[src/rtl/uw_rd_pkg.sv]
package uw_rd_pkg;
  typedef enum logic [1:0] {B_IDLE, B_LO, B_HI} bit_st_e;
  typedef enum logic [2:0] {
    SQ_IDLE, SQ_SELECT, SQ_OPCODE, SQ_ADDR, SQ_DATA, SQ_DESEL, SQ_DONE
  } sq_st_e;
  typedef enum logic [1:0] {CT_IDLE, CT_SIZE, CT_SINGLE, CT_DUMP} ct_st_e;
  localparam int CMD_BITS = 3;
  localparam logic [CMD_BITS-1:0] RD_CMD = 3'b110;  // start 1, then read 10
endpackage

[src/rtl/uw_rd_bit.sv]
module uw_rd_bit
  import uw_rd_pkg::*;
#(
  parameter int PHASE_CYC = 50
) (
  input  logic clk_i,
  input  logic rst_ni,
  input  logic req_i,
  input  logic bit_i,
  input  logic clr_i,
  input  logic so_i,
  output logic sk_o,
  output logic si_o,
  output logic ack_o,
  output logic smp_o
);
  localparam int CW = (PHASE_CYC > 1) ? $clog2(PHASE_CYC) : 1;
  localparam logic [CW-1:0] CNT_LAST = CW'(PHASE_CYC - 1);

  bit_st_e st_q;
  logic [CW-1:0] cnt_q;

  always_ff @(posedge clk_i or negedge rst_ni) begin
    if (!rst_ni) begin
      st_q  <= B_IDLE;
      cnt_q <= '0;
      sk_o  <= 1'b0;
      si_o  <= 1'b0;
      ack_o <= 1'b0;
      smp_o <= 1'b0;
    end else begin
      ack_o <= 1'b0;
      unique case (st_q)
        B_IDLE: begin
          if (req_i) begin
            si_o  <= bit_i;
            cnt_q <= '0;
            st_q  <= B_LO;
          end else if (clr_i) begin
            si_o <= 1'b0;
          end
        end
        B_LO: begin
          if (cnt_q == CNT_LAST) begin
            sk_o  <= 1'b1;
            cnt_q <= '0;
            st_q  <= B_HI;
          end else begin
            cnt_q <= cnt_q + 1'b1;
          end
        end
        B_HI: begin
          if (cnt_q == CNT_LAST) begin
            sk_o  <= 1'b0;
            smp_o <= so_i;  // sampled on last high cycle
            ack_o <= 1'b1;
            st_q  <= B_IDLE;
          end else begin
            cnt_q <= cnt_q + 1'b1;
          end
        end
        default: st_q <= B_IDLE;
      endcase
    end
  end
endmodule

[src/rtl/uw_rd_seq.sv]
module uw_rd_seq
  import uw_rd_pkg::*;
#(
  parameter int PHASE_CYC = 50,
  parameter int ADDR_W    = 8,
  parameter int WORD_W    = 16,
  localparam int WID_W    = $clog2(ADDR_W + 1)
) (
  input  logic              clk_i,
  input  logic              rst_ni,
  input  logic              go_i,
  input  logic [ADDR_W-1:0] addr_i,
  input  logic              size_i,
  input  logic [WID_W-1:0]  width_i,
  input  logic              bit_ack_i,
  input  logic              bit_smp_i,
  output logic              bit_req_o,
  output logic              bit_val_o,
  output logic              bit_clr_o,
  output logic              cs_o,
  output logic [WORD_W-1:0] word_o,
  output logic              word_done_o,
  output logic              size_hit_o,
  output logic [WID_W-1:0]  size_w_o,
  output logic              size_err_o
);
  localparam int MAXB = (WORD_W > ADDR_W) ? WORD_W : ADDR_W;
  localparam int IW   = $clog2(MAXB + 1);
  localparam int CW   = (PHASE_CYC > 1) ? $clog2(PHASE_CYC) : 1;
  localparam logic [CW-1:0] CNT_LAST = CW'(PHASE_CYC - 1);

  sq_st_e st_q;
  logic [IW-1:0]     idx_q;
  logic [CW-1:0]     wcnt_q;
  logic [ADDR_W-1:0] addr_q;
  logic              sizing_q;
  logic              wait_q;
  logic [WORD_W-1:0] shr_q;
  logic [ADDR_W-1:0] addr_sh;
  logic [CMD_BITS-1:0] cmd_sh;

  assign addr_sh = addr_q >> idx_q;
  assign cmd_sh  = RD_CMD >> idx_q;

  always_comb begin
    bit_req_o = 1'b0;
    bit_val_o = 1'b0;
    unique case (st_q)
      SQ_OPCODE: begin
        bit_req_o = !wait_q;
        bit_val_o = cmd_sh[0];
      end
      SQ_ADDR: begin
        bit_req_o = !wait_q;
        bit_val_o = sizing_q ? 1'b0 : addr_sh[0];
      end
      SQ_DATA: bit_req_o = !wait_q;
      default: ;
    endcase
  end

  assign bit_clr_o   = (st_q == SQ_DESEL);
  assign word_done_o = (st_q == SQ_DONE);
  assign word_o      = shr_q;

  always_ff @(posedge clk_i or negedge rst_ni) begin
    if (!rst_ni) wait_q <= 1'b0;
    else if (bit_ack_i) wait_q <= 1'b0;
    else if (bit_req_o) wait_q <= 1'b1;
  end

  always_ff @(posedge clk_i or negedge rst_ni) begin
    if (!rst_ni) begin
      st_q       <= SQ_IDLE;
      idx_q      <= '0;
      wcnt_q     <= '0;
      addr_q     <= '0;
      sizing_q   <= 1'b0;
      shr_q      <= '0;
      cs_o       <= 1'b0;
      size_hit_o <= 1'b0;
      size_w_o   <= '0;
      size_err_o <= 1'b0;
    end else begin
      size_hit_o <= 1'b0;
      unique case (st_q)
        SQ_IDLE: begin
          if (go_i) begin
            cs_o     <= 1'b1;
            addr_q   <= addr_i;
            sizing_q <= size_i;
            wcnt_q   <= '0;
            st_q     <= SQ_SELECT;
          end
        end
        SQ_SELECT: begin
          if (wcnt_q == CNT_LAST) begin
            idx_q <= IW'(CMD_BITS - 1);
            st_q  <= SQ_OPCODE;
          end else begin
            wcnt_q <= wcnt_q + 1'b1;
          end
        end
        SQ_OPCODE: begin
          if (bit_ack_i) begin
            if (idx_q == '0) begin
              idx_q <= sizing_q ? IW'(ADDR_W - 1) : (IW'(width_i) - IW'(1));
              st_q  <= SQ_ADDR;
            end else begin
              idx_q <= idx_q - 1'b1;
            end
          end
        end
        SQ_ADDR: begin
          if (bit_ack_i) begin
            if (sizing_q && !bit_smp_i) begin
              size_hit_o <= 1'b1;
              size_w_o   <= WID_W'(ADDR_W - int'(idx_q));
              size_err_o <= 1'b0;
              idx_q      <= IW'(WORD_W - 1);
              st_q       <= SQ_DATA;
            end else if (idx_q == '0) begin
              if (sizing_q) begin
                size_hit_o <= 1'b1;
                size_w_o   <= WID_W'(ADDR_W);
                size_err_o <= 1'b1;
              end
              idx_q <= IW'(WORD_W - 1);
              st_q  <= SQ_DATA;
            end else begin
              idx_q <= idx_q - 1'b1;
            end
          end
        end
        SQ_DATA: begin
          if (bit_ack_i) begin
            shr_q <= {shr_q[WORD_W-2:0], bit_smp_i};
            if (idx_q == '0) begin
              cs_o   <= 1'b0;
              wcnt_q <= '0;
              st_q   <= SQ_DESEL;
            end else begin
              idx_q <= idx_q - 1'b1;
            end
          end
        end
        SQ_DESEL: begin
          if (wcnt_q == CNT_LAST) st_q <= SQ_DONE;
          else wcnt_q <= wcnt_q + 1'b1;
        end
        SQ_DONE: st_q <= SQ_IDLE;
        default: st_q <= SQ_IDLE;
      endcase
    end
  end
endmodule

[src/rtl/uw_rd_ctrl.sv]
module uw_rd_ctrl
  import uw_rd_pkg::*;
#(
  parameter int ADDR_W                  = 8,
  parameter int WORD_W                  = 16,
  parameter logic [WORD_W-1:0] SUM_GOOD = 16'hBABA,
  localparam int WID_W                  = $clog2(ADDR_W + 1)
) (
  input  logic              clk_i,
  input  logic              rst_ni,
  input  logic              start_i,
  input  logic              dump_i,
  input  logic [ADDR_W-1:0] addr_i,
  input  logic [WORD_W-1:0] word_i,
  input  logic              word_done_i,
  input  logic              size_hit_i,
  input  logic [WID_W-1:0]  size_w_i,
  input  logic              size_err_i,
  output logic              go_o,
  output logic [ADDR_W-1:0] go_addr_o,
  output logic              go_size_o,
  output logic [WID_W-1:0]  width_o,
  output logic              width_vld_o,
  output logic              size_err_o,
  output logic [WORD_W-1:0] data_o,
  output logic              done_o,
  output logic              sum_valid_o,
  output logic              sum_ok_o
);
  ct_st_e st_q;
  logic              dump_q;
  logic [ADDR_W-1:0] req_addr_q;
  logic [WORD_W-1:0] sum_q;
  logic [WORD_W-1:0] sum_nx;
  logic [ADDR_W-1:0] last_addr;

  assign sum_nx = sum_q + word_i;

  always_comb begin
    last_addr = '0;
    for (int i = 0; i < ADDR_W; i++) last_addr[i] = (i < int'(width_o));
  end

  always_ff @(posedge clk_i or negedge rst_ni) begin
    if (!rst_ni) begin
      st_q        <= CT_IDLE;
      dump_q      <= 1'b0;
      req_addr_q  <= '0;
      sum_q       <= '0;
      go_o        <= 1'b0;
      go_addr_o   <= '0;
      go_size_o   <= 1'b0;
      width_o     <= '0;
      width_vld_o <= 1'b0;
      size_err_o  <= 1'b0;
      data_o      <= '0;
      done_o      <= 1'b0;
      sum_valid_o <= 1'b0;
      sum_ok_o    <= 1'b0;
    end else begin
      go_o   <= 1'b0;
      done_o <= 1'b0;
      unique case (st_q)
        CT_IDLE: begin
          if (dump_i || start_i) begin
            dump_q     <= dump_i;
            req_addr_q <= addr_i;
            if (dump_i) begin
              sum_q       <= '0;
              sum_valid_o <= 1'b0;
              sum_ok_o    <= 1'b0;
            end
            go_o <= 1'b1;
            if (!width_vld_o) begin
              go_size_o <= 1'b1;
              go_addr_o <= '0;
              st_q      <= CT_SIZE;
            end else begin
              go_size_o <= 1'b0;
              go_addr_o <= dump_i ? '0 : addr_i;
              st_q      <= dump_i ? CT_DUMP : CT_SINGLE;
            end
          end
        end
        CT_SIZE: begin
          if (size_hit_i) begin
            width_o    <= size_w_i;
            size_err_o <= size_err_i;
          end
          if (word_done_i) begin
            width_vld_o <= 1'b1;
            go_o        <= 1'b1;
            go_size_o   <= 1'b0;
            go_addr_o   <= dump_q ? '0 : req_addr_q;
            st_q        <= dump_q ? CT_DUMP : CT_SINGLE;
          end
        end
        CT_SINGLE: begin
          if (word_done_i) begin
            data_o <= word_i;
            done_o <= 1'b1;
            st_q   <= CT_IDLE;
          end
        end
        CT_DUMP: begin
          if (word_done_i) begin
            data_o <= word_i;
            done_o <= 1'b1;
            sum_q  <= sum_nx;
            if (go_addr_o == last_addr) begin
              sum_valid_o <= 1'b1;
              sum_ok_o    <= (sum_nx == SUM_GOOD);
              st_q        <= CT_IDLE;
            end else begin
              go_addr_o <= go_addr_o + 1'b1;
              go_o      <= 1'b1;
            end
          end
        end
        default: st_q <= CT_IDLE;
      endcase
    end
  end
endmodule

[src/rtl/uwire_rom_reader.sv]
module uwire_rom_reader
  import uw_rd_pkg::*;
#(
  parameter int PHASE_CYC               = 50,
  parameter int ADDR_W                  = 8,
  parameter int WORD_W                  = 16,
  parameter logic [WORD_W-1:0] SUM_GOOD = 16'hBABA,
  localparam int WID_W                  = $clog2(ADDR_W + 1)
) (
  input  logic              clk_i,
  input  logic              rst_ni,
  input  logic              start_i,
  input  logic              dump_i,
  input  logic [ADDR_W-1:0] addr_i,
  output logic [WORD_W-1:0] data_o,
  output logic              done_o,
  output logic              ee_cs_o,
  output logic              ee_sk_o,
  output logic              ee_di_o,
  input  logic              ee_do_i,
  output logic [WID_W-1:0]  width_o,
  output logic              width_vld_o,
  output logic              size_err_o,
  output logic              sum_valid_o,
  output logic              sum_ok_o
);
  logic              go;
  logic [ADDR_W-1:0] go_addr;
  logic              go_size;
  logic              bit_req, bit_val, bit_clr, bit_ack, bit_smp;
  logic [WORD_W-1:0] word;
  logic              word_done;
  logic              size_hit;
  logic [WID_W-1:0]  size_w;
  logic              size_err;

  uw_rd_ctrl #(
    .ADDR_W(ADDR_W), .WORD_W(WORD_W), .SUM_GOOD(SUM_GOOD)
  ) u_ctrl (
    .clk_i, .rst_ni, .start_i, .dump_i, .addr_i,
    .word_i(word), .word_done_i(word_done),
    .size_hit_i(size_hit), .size_w_i(size_w), .size_err_i(size_err),
    .go_o(go), .go_addr_o(go_addr), .go_size_o(go_size),
    .width_o, .width_vld_o, .size_err_o,
    .data_o, .done_o, .sum_valid_o, .sum_ok_o
  );

  uw_rd_seq #(
    .PHASE_CYC(PHASE_CYC), .ADDR_W(ADDR_W), .WORD_W(WORD_W)
  ) u_seq (
    .clk_i, .rst_ni,
    .go_i(go), .addr_i(go_addr), .size_i(go_size), .width_i(width_o),
    .bit_ack_i(bit_ack), .bit_smp_i(bit_smp),
    .bit_req_o(bit_req), .bit_val_o(bit_val), .bit_clr_o(bit_clr),
    .cs_o(ee_cs_o), .word_o(word), .word_done_o(word_done),
    .size_hit_o(size_hit), .size_w_o(size_w), .size_err_o(size_err)
  );

  uw_rd_bit #(
    .PHASE_CYC(PHASE_CYC)
  ) u_bit (
    .clk_i, .rst_ni,
    .req_i(bit_req), .bit_i(bit_val), .clr_i(bit_clr), .so_i(ee_do_i),
    .sk_o(ee_sk_o), .si_o(ee_di_o), .ack_o(bit_ack), .smp_o(bit_smp)
  );
endmodule

[config.mk]
export PLATFORM = sky130hd
export DESIGN_NAME = uwire_rom_reader
export DESIGN_NICKNAME = d
export VERILOG_FILES = /design/src/rtl/uw_rd_pkg.sv /design/src/rtl/uw_rd_bit.sv /design/src/rtl/uw_rd_seq.sv /design/src/rtl/uw_rd_ctrl.sv /design/src/rtl/uwire_rom_reader.sv
export SDC_FILE = /design/constraint.sdc
export NUM_CORES = 1
export LEC_CHECK = 0
export BUFFER_PORTS_ARGS = -buffer_cell sky130_fd_sc_hd__buf_2
export CAP_MARGIN = 10
export CORE_MARGIN = 3
export CORE_UTILIZATION = 50
export CTS_CLUSTER_SIZE = 24
export DETAILED_ROUTE_END_ITERATION = 8
export GPL_TIMING_DRIVEN = 0
export HOLD_SLACK_MARGIN = 0.1
export PLACE_DENSITY = 0.72
export REMOVE_ABC_BUFFERS = 1
export SYNTH_ARGS = -nofsm -noshare
export SYNTH_HDL_FRONTEND = slang
export SYNTH_SLANG_ARGS = --single-unit
[constraint.sdc]
create_clock -name clk_i -period 5 [get_ports clk_i]
set_clock_uncertainty 0.05 [all_clocks]
set_input_delay 1 -clock clk_i [delete_from_list [all_inputs] [get_ports clk_i]]
set_output_delay 1 -clock clk_i [all_outputs]
set_load 0.01 [all_outputs]
==> results of run 1 <==
## metal layers
metal	share of wire	track usage
met3	0.044	0.0480
met4	0.016	0.0765
met5	0	0
met2	0.47	0.332
met1	0.47	0.309
## sequential cells by signal, indices dropped and copies added, names as in the netlist, 5 cells and up
name	flops
u_bit.cnt_q	6
u_ctrl.sum_q	16
u_seq.wcnt_q	6
u_ctrl.req_addr_q	8
u_seq.word_o	16
u_seq.addr_q	8
u_ctrl.go_addr_o	8
u_seq.idx_q	5
u_ctrl.data_o	16
## synthesized netlist by cell type, drive strengths merged, types with 3 or more instances
| cell type | count | area share |
|---|---|---|
| dfrtp | 121 | 0.46 |
| nand2 | 87 | 0.049 |
| nor2 | 56 | 0.032 |
| o21ai | 50 | 0.038 |
| mux2 | 41 | 0.070 |
| a21oi | 31 | 0.023 |
| ha | 28 | 0.053 |
| inv | 21 | 0.012 |
| nand3 | 17 | 0.013 |
| a22o | 16 | 0.021 |
| clkbuf | 16 | 0.0091 |
| nor3 | 15 | 0.012 |
| nand2b | 13 | 0.012 |
| xor2 | 11 | 0.015 |
| nor2b | 10 | 0.0095 |
| o31ai | 10 | 0.013 |
| and3 | 9 | 0.0085 |
| a21o | 8 | 0.0093 |
| xnor2 | 7 | 0.0093 |
| buf | 6 | 0.0062 |
| a211oi | 5 | 0.0076 |
| nand4 | 5 | 0.0047 |
| nor3b | 5 | 0.0072 |
| o21a | 5 | 0.0057 |
| o21bai | 5 | 0.0062 |
| a222oi | 4 | 0.0060 |
| and2 | 4 | 0.0038 |
| nor4b | 4 | 0.0076 |
| or3 | 4 | 0.0038 |
| a21boi | 3 | 0.0034 |
| a221oi | 3 | 0.0049 |
| a31oi | 3 | 0.0038 |
| a32o | 3 | 0.0045 |
| a32oi | 3 | 0.0040 |
| nor4 | 3 | 0.0028 |
| or2 | 3 | 0.0028 |
## through the flow
step,utilization,hold slack [ps],setup slack (ps)
5_1_grt,0.598,446,1270
6_report,0.598,422,1490
4_1_cts,0.598,428,1550
3_3_place_gp,0.543,407,1380
2_1_floorplan,-,395,2440
3_5_place_dp,0.548,410,1570
## worst register-to-register path, delay by kind of cell, from the launching register on
family	cells	cell delay, ps
and+or+nand+nor	6	2460
AOI/OAI and AO/OA	1	220
DFF	1	690
## where the power goes
| group | internal, uW | switching (uW) |
|---|---|---|
| Clock | 848 | 469 |
| Sequential | 1010 | 47.4 |
| Combinational | 63.2 | 71.7 |
| Total | 1920 | 588 |
## kinds of logic (layout without fill, tap and decap cells)
logic type	after synthesis	in the layout	synth area share
mux	44	44	0.0781
compound gates	166	166	0.176
simple gates	244	244	0.181
flops	121	121	0.457
buf+inv	44	98	0.0278
fa+ha+maj	29	29	0.0560
xor+xnor	18	18	0.0238
## layout make-up
type | count | share of cell area
tap | 172 | 0.0282
timing repair buffer | 44 | 0.0341
sequential | 121 | 0.396
inverter | 22 | 0.0108
clock inverter | 14 | 0.0260
multi-input combinational | 501 | 0.447
clock buffer | 18 | 0.0575
## worst max path at each step
stage,slack (ps),cells after the start,endpoint
finish,1490,7,u_ctrl.sum_ok_o
global route,1270,7,u_ctrl.sum_ok_o
CTS,1550,7,u_ctrl.sum_ok_o
detailed placement,1570,7,u_ctrl.sum_ok_o
global placement,1380,1,u_ctrl.sum_q[13]
floorplan,2440,9,u_ctrl.sum_ok_o
==> flow_metrics.py, run 1 <==
metrics = {
    "layout": {
        "final_cell_count_no_fill": 892,
        "fillers": 1042,
        "diodes": 0,
        "layout_common_cells": "121 x dfrtp_1, 87 x nand2_1, 56 x nor2_1",
        "multi_input_area_sq_um": 3410,
        "syn_to_final_growth_pct": 15.4,
        "drive_gt1_frac": 0.192,
        "postLayoutCellArea_sq_um": 7640,
        "final_common_cell": "dfrtp_1",
        "seqCellArea_sq_um": 3030,
        "fin_nets": 749,
    },
    "yosys": {
        "ys.flop_type": "dfrtp_1",
        "ys_seq_area_frac": 0.457,
        "synth-edff-count": 0,
        "ys_warn_count": 0,
        "avgSynthCellArea_sq_um": 9.94,
        "syn_inst": 666,
        "yosys.cell_types.count": 73,
        "ys_ff_latch": 121,
        "ys_async_sr_fraction": 1.00,
        "syn_area_sq_um": 6620,
    },
    "route": {
        "wl_microns": 15000,
        "first_iter_violations": 332,
        "final_antenna_net_count": 0,
        "wl_per_cell_microns": 16.8,
        "drcViolationCount": 0,
        "vias_per_cell": 5.84,
        "dr.pass1.iters": 5,
        "num_vias": 5206,
    },
    "place": {
        "hpwl_microns": 10300,
        "place.gp.congestion": 0.882,
        "place_inst": 860,
        "place_area_sq_um": 7000,
        "port_buffers": 40,
    },
    "setup_path": {
        "r2r_end": "u_ctrl.sum_ok_o",
        "startpoint": "u_ctrl.st_q[0]",
        "crit_path_max_incr_delay_ps": 940,
        "path_delay_family": "simple AND/OR/NAND/NOR gates",
        "cp_num_buf_inv": 0,
        "criticalPathCategory": "reg -> reg",
        "crit_path_top_delay_cell": "nor2_1",
        "worstPathArrival_ps": 3790,
        "r2r_cells": 7,
        "cp_common_cell": "nand4_1",
        "r2r_start": "u_ctrl.st_q[0]",
        "critPathCaptureType": "register",
        "path_max_fanout": 15,
        "r2r_slack_ps": 1490,
        "cp.required_ps": 5290,
        "cp_cell_sequence": "nand2_1 > nor2_1 > and3_1 > nand4_1 > nor4b_1 > nand4_1 > o31ai_2",
        "start_kind": "register",
    },
    "clock_tree": {
        "numCtsBuffers": 17,
        "clock_latency_ps": 430,
        "cts_tree": "yes",
        "post_cts_resized": 0,
        "ctsHoldBuffers": 0,
        "cts_max_level": 4,
        "cts-root-buf": "clkbuf_16",
        "postCtsSetupBuffers": 0,
        "ctsLongestPathBuffers": 2,
        "cts.reportedPaths.clkPinSlew_ps": 60,
        "cts.sinks": 121,
    },
    "flow_run": {
        "maxCapViolations": 0,
    },
    "floorplan": {
        "coreArea_sq_um": 12800,
        "die_area_sq_um": 14700,
        "die_x_microns": 121,
        "start_util": 0.518,
        "die_h_microns": 121,
        "row_count": 41,
        "ios": 41,
    },
    "timing": {
        "slew_headroom": 0.235,
        "layout_min_cycle_time_ps": 3510,
        "finalSetupTns_ps": 0,
        "final_hold_viol_count": 0,
        "rsz0062_at_grt": "false",
        "finalCritPeriodShare": 0.701,
        "max_freq_ghz": 0.285,
        "worst_pin_slew_ps": 1140,
        "final_max_slew_viol_count": 0,
        "setup-violations-final": 0,
    },
    "grt": {
        "antenna_found_initial": 0,
        "grt_pass1_wl_microns": 25200,
        "grt_max_degree": 86,
        "grt.overflow.total": 0,
        "grt_pass1_vias": 5087,
        "track_usage": 0.218,
    },
    "power_and_ir_drop": {
        "p_leak_uw": 0.00371,
        "power_uw": 2510,
        "peakVddDrop_v": 0.000243,
        "p_per_area_nw_per_um2": 328,
    },
    "status": {
        "outcome": "completed",
    },
    "worst_hold_path": {
        "hold_class": "in -> async",
    },
}
(Power assumes the default switching activity.)
==> run 2, diff against run 1 <==
- clock period: 5 -> 3.5 ns (I/O delays scaled with it)
==> run 2 against run 1 <==
Net effect:
- first-iteration DRC count decreased by 2.1%
- die area unchanged
- largest power group unchanged
- highest routed layer unchanged
- critical path depth unchanged
- sequential power increased by 42%
- worst setup slack got worse by 1200 ps
- routed wire length increased by 0.18%
==> flow_metrics.py, run 2 (synthesized netlist as in run 1, its figures left out) <==
metrics = {
    "clock_tree": {
        "cts_max_level": 4,
        "clock_latency_ps": 430,
        "numCtsBuffers": 17,
        "cts_tree": "yes",
        "ctsLongestPathBuffers": 2,
        "cts.reportedPaths.clkPinSlew_ps": 60,
        "postCtsSetupBuffers": 0,
        "ctsHoldBuffers": 0,
        "cts.sinks": 121,
        "cts-root-buf": "clkbuf_16",
    },
    "setup_path": {
        "start_kind": "register",
        "worstPathArrival_ps": 3480,
        "r2r_end": "u_ctrl.sum_ok_o",
        "criticalPathCategory": "reg -> reg",
        "r2r_slack_ps": 300,
        "r2r_start": "u_ctrl.st_q[0]",
        "cp_common_cell": "nand4_1",
        "crit_path_top_delay_cell": "dfrtp_1",
        "cp_num_buf_inv": 0,
        "r2r_cells": 7,
        "startpoint": "u_ctrl.st_q[0]",
        "cp_cell_sequence": "nand2_1 > nor2_2 > and3_1 > nand4_1 > nor4b_1 > nand4_1 > o31ai_2",
        "crit_end": "u_ctrl.sum_ok_o",
        "crit_path_max_incr_delay_ps": 690,
        "path_max_fanout": 15,
        "path_delay_family": "simple AND/OR/NAND/NOR gates",
        "critPathCaptureType": "register",
        "cp.required_ps": 3790,
        "worst-path-stages": 7,
    },
    "power_and_ir_drop": {
        "power_uw": 3580,
        "switching_share": 0.235,
        "p_seq_frac": 0.421,
        "comb_power_share": 0.054,
        "p_per_area_nw_per_um2": 469,
        "peakVddDrop_v": 0.000346,
        "intPower_uw": 2740,
        "p_leak_uw": 0.00371,
        "switchingPower_uw": 841,
        "clkPwrFrac": 0.525,
    },
    "timing": {
        "setup-violations-final": 0,
        "layout_min_cycle_time_ps": 3200,
        "max_freq_ghz": 0.313,
        "finalSetupTns_ps": 0,
        "final_hold_viol_count": 0,
        "worst_pin_slew_ps": 1120,
        "slew_headroom": 0.252,
        "finalCritPeriodShare": 0.914,
        "final_max_slew_viol_count": 0,
        "rsz0062_at_grt": "false",
    },
    "place": {
        "port_buffers": 40,
        "hpwl_microns": 10300,
        "place.gp.congestion": 0.882,
        "place_inst": 860,
    },
    "route": {
        "num_vias": 5212,
        "vias_per_cell": 5.84,
        "wl_microns": 15100,
        "final_antenna_net_count": 0,
        "dr.pass1.iters": 5,
        "drcViolationCount": 0,
        "wl_per_cell_microns": 16.9,
        "first_iter_violations": 325,
    },
    "layout": {
        "final_util": 0.598,
        "seqCellArea_sq_um": 3030,
        "syn_to_final_growth_pct": 15.4,
        "layout_common_cells": "121 x dfrtp_1, 87 x nand2_1, 55 x nor2_1",
        "final_common_cell": "dfrtp_1",
        "fin_nets": 749,
        "drive_gt1_frac": 0.193,
        "fillers": 1041,
        "multi_input_area_sq_um": 3420,
        "final_cell_count_no_fill": 892,
        "diodes": 0,
    },
    "grt": {
        "grt_pass1_vias": 5087,
        "grt.overflow.total": 0,
        "use_met2": 0.332,
        "track_usage": 0.218,
        "grt_max_degree": 86,
        "grt_use_met3": 0.0480,
        "grt_busiest_layer": "met2",
        "antenna_found_initial": 0,
        "grt_pass1_wl_microns": 25200,
        "groute.layer.met1.usage": 0.309,
    },
    "floorplan": {
        "start_util": 0.518,
        "row_count": 41,
        "die_x_microns": 121,
        "die_h_microns": 121,
        "ios": 41,
        "coreArea_sq_um": 12800,
        "die_area_sq_um": 14700,
    },
    "status": {
        "outcome": "completed",
    },
    "worst_hold_path": {
        "hold_class": "in -> async",
    },
    "flow_run": {
        "maxCapViolations": 0,
    },
}
run 2: what timing repair did:
action	4_1_cts	5_1_grt
gates resized for setup	0	1
endpoints found under the hold margin	0	0
setup endpoints to repair	0	1
run 2: cell type report:
type,count,area share
clock inverters,14,0.0260
repair buffers,44,0.0341
inverters,22,0.0108
flip-flops and latches,121,0.396
clock buffers,18,0.0575
well taps,172,0.0282
multi-input cells,501,0.447
run 2: worst min path at each step:
stage | from | cells past startpoint | endpoint | slack, ps
floorplan | rst_ni | 0 | u_bit.ack_o | 350
detailed placement | u_ctrl.data_o[12] | 2 | u_ctrl.data_o[12] | 410
global route | rst_ni | 1 | u_seq.wait_q | 150
global placement | u_seq.size_w_o[3] | 1 | u_seq.size_w_o[3] | 410
finish | rst_ni | 1 | u_bit.si_o | 130
CTS | rst_ni | 1 | u_seq.wait_q | 130
run 2: worst reg2reg max path, cell delays in order, from the launching register on:
cell and delay [ps]:
dfrtp_1 690, nand2_1 450, nor2_2 640, and3_1 280, nand4_1 160, nor4b_1 400
nand4_1 220, o31ai_2 220
run 2: stage by stage:
| step | hold slack, ps | area (sq um) | setup slack, ps |
|---|---|---|---|
| after floorplan | 354 | 6520 | 941 |
| after global placement | 407 | 6930 | 23.4 |
| after detailed placement | 410 | 7000 | 65.1 |
| after CTS | 128 | 7640 | 49.7 |
| after global routing | 147 | 7640 | 112 |
| final | 126 | 7640 | 301 |
run 2: routing by layer:
metal | vias up | wire, microns
met1 | 2565 | 7170
met3 | 19 | 637
met4 | 0 | 212
li1 | 2495 | -
met5 | - | 0
met2 | 133 | 7040
run 2: power groups by stage:
stage,Clock [uW],Combinational (uW),Sequential [uW]
2_1_floorplan,0,131,1510
3_3_place_gp,0,185,1530
3_5_place_dp,0,197,1530
4_1_cts,1910,198,1510
5_1_grt,1980,222,1520
6_report,1880,193,1510
==> run 3, diff against run 2 <==
- PLACE_DENSITY: 0.72 -> 0.68
- clock period: 3.5 -> 3.9 ns (I/O delays scaled with it)
==> run 3 against run 2 <==
Net effect:
- routed wire length is 2.2% lower
- global-route usage is 0.83 points lower
- total power is 17% lower
- largest power group unchanged
- critical path type unchanged
- sequential power is 11% lower
==> flow_metrics.py, run 3 (synthesized netlist as in run 1, its figures left out) <==
metrics = {
    "status": {
        "outcome": "completed",
    },
    "floorplan": {
        "die_area_sq_um": 14700,
        "die_x_microns": 121,
        "start_util": 0.518,
        "ios": 41,
        "coreArea_sq_um": 12800,
        "row_count": 41,
        "die_h_microns": 121,
    },
    "setup_path": {
        "r2r_end": "u_ctrl.sum_ok_o",
        "cp_common_cell": "nand4_1",
        "criticalPathCategory": "reg -> reg",
        "start_kind": "register",
        "r2r_start": "u_ctrl.st_q[1]",
        "worstPathArrival_ps": 3760,
        "crit_path_max_incr_delay_ps": 950,
        "cp_cell_sequence": "nand2_1 > nor2_1 > and3_1 > nand4_1 > nor4b_1 > nand4_1 > o31ai_2",
        "path_max_fanout": 16,
        "crit_path_top_delay_cell": "nor2_1",
        "cp_num_buf_inv": 0,
        "r2r_cells": 7,
        "cp.required_ps": 4180,
        "critPathCaptureType": "register",
        "r2r_slack_ps": 430,
        "path_delay_family": "simple AND/OR/NAND/NOR gates",
    },
    "clock_tree": {
        "numCtsBuffers": 17,
        "ctsLongestPathBuffers": 2,
        "post_cts_resized": 0,
        "cts-root-buf": "clkbuf_16",
        "cts_tree": "yes",
        "cts_max_level": 4,
        "clock_latency_ps": 420,
        "ctsHoldBuffers": 0,
        "postCtsSetupBuffers": 0,
        "cts.reportedPaths.clkPinSlew_ps": 50,
        "cts.sinks": 121,
    },
    "layout": {
        "fin_nets": 748,
        "layout_common_cells": "121 x dfrtp_1, 87 x nand2_1, 56 x nor2_1",
        "final_common_cell": "dfrtp_1",
        "diodes": 0,
        "syn_to_final_growth_pct": 13.9,
        "fillers": 1059,
        "drive_gt1_frac": 0.187,
    },
    "power_and_ir_drop": {
        "switchingPower_uw": 697,
        "intPower_uw": 2290,
        "p_per_area_nw_per_um2": 396,
        "p_leak_uw": 0.00367,
        "switching_share": 0.234,
        "power_uw": 2980,
        "clkPwrFrac": 0.488,
        "p_seq_frac": 0.454,
        "peakVddDrop_v": 0.000302,
        "comb_power_share": 0.059,
    },
    "timing": {
        "slew_headroom": 0.197,
        "finalCritPeriodShare": 0.890,
        "final_hold_viol_count": 0,
        "finalSetupTns_ps": 0,
        "setup-violations-final": 0,
        "final_max_slew_viol_count": 0,
        "layout_min_cycle_time_ps": 3470,
        "worst_pin_slew_ps": 1200,
        "rsz0062_at_grt": "false",
        "max_freq_ghz": 0.288,
    },
    "route": {
        "dr.pass1.iters": 7,
        "vias_per_cell": 5.87,
        "final_antenna_net_count": 0,
        "wl_per_cell_microns": 16.6,
        "wl_microns": 14700,
        "first_iter_violations": 338,
        "num_vias": 5211,
        "drcViolationCount": 0,
    },
    "grt": {
        "grt_pass1_wl_microns": 24200,
        "grt_max_degree": 67,
        "antenna_found_initial": 0,
        "track_usage": 0.210,
        "grt_pass1_vias": 4871,
        "grt.overflow.total": 0,
    },
    "flow_run": {
        "maxCapViolations": 0,
    },
    "place": {
        "port_buffers": 40,
        "hpwl_microns": 10200,
        "place.gp.congestion": 0.891,
    },
    "worst_hold_path": {
        "hold_class": "in -> async",
    },
}
## run 3: routing by layer
layer | part of all wire | up-vias | GRT usage
met2 | 0.46 | 136 | 0.319
met4 | 0.013 | 0 | 0.0609
li1 | - | 2489 | -
met1 | 0.48 | 2566 | 0.296
met3 | 0.043 | 20 | 0.0550
met5 | 0 | - | 0
## run 3: final cells by class
| class | count | area (sq um) | share of cell area |
|---|---|---|---|
| Multi-Input combinational cell | 501 | 3420 | 0.453 |
| Sequential cell | 121 | 3030 | 0.402 |
| Clock buffer | 21 | 470 | 0.0624 |
| Timing Repair Buffer | 43 | 253 | 0.0335 |
| Tap cell | 172 | 215 | 0.0285 |
| Inverter | 22 | 82.6 | 0.0110 |
| Clock inverter | 8 | 73.8 | 0.00979 |
## run 3: worst max path at each step
| stage | startpoint | end | slack (ps) | depth (start not counted) |
|---|---|---|---|---|
| after detailed placement | u_ctrl.st_q[0] | u_ctrl.sum_ok_o | 480 | 7 |
| final | u_ctrl.st_q[1] | u_ctrl.sum_ok_o | 430 | 7 |
| after global routing | u_ctrl.st_q[1] | u_ctrl.sum_ok_o | 180 | 7 |
| after global placement | rst_ni | u_seq.word_o[14] | 490 | 1 |
| after floorplan | u_seq.word_o[0] | u_ctrl.sum_ok_o | 1340 | 9 |
| after CTS | u_ctrl.st_q[0] | u_ctrl.sum_ok_o | 460 | 7 |
## run 3: worst register-to-register path: cells and delay by family (launching register included)
| kind | cells | cell delay [ps] |
|---|---|---|
| AND/OR/NAND/NOR | 6 | 2430 |
| flip-flops | 1 | 700 |
| AO/OA/AOI/OAI | 1 | 190 |
## run 3: through the flow
step,cell area (sq um),instances,util,worst slack [ps],hold WS (ps)
finish,7540,888,0.590,427,263
global route,7540,888,0.590,180,295
CTS,7540,888,0.590,458,273
detailed placement,7000,859,0.548,484,407
global placement,6930,856,0.543,486,406
floorplan,6520,644,-,1340,395
## run 3: power groups by stage
stage                     logic (uW)  clock network, uW  registers, uW
after CTS                        178               1480           1350
final                            174               1450           1350
after global routing             198               1520           1360
after global placement           166                  0           1370
after floorplan                  118                  0           1360
after detailed placement         178                  0           1370
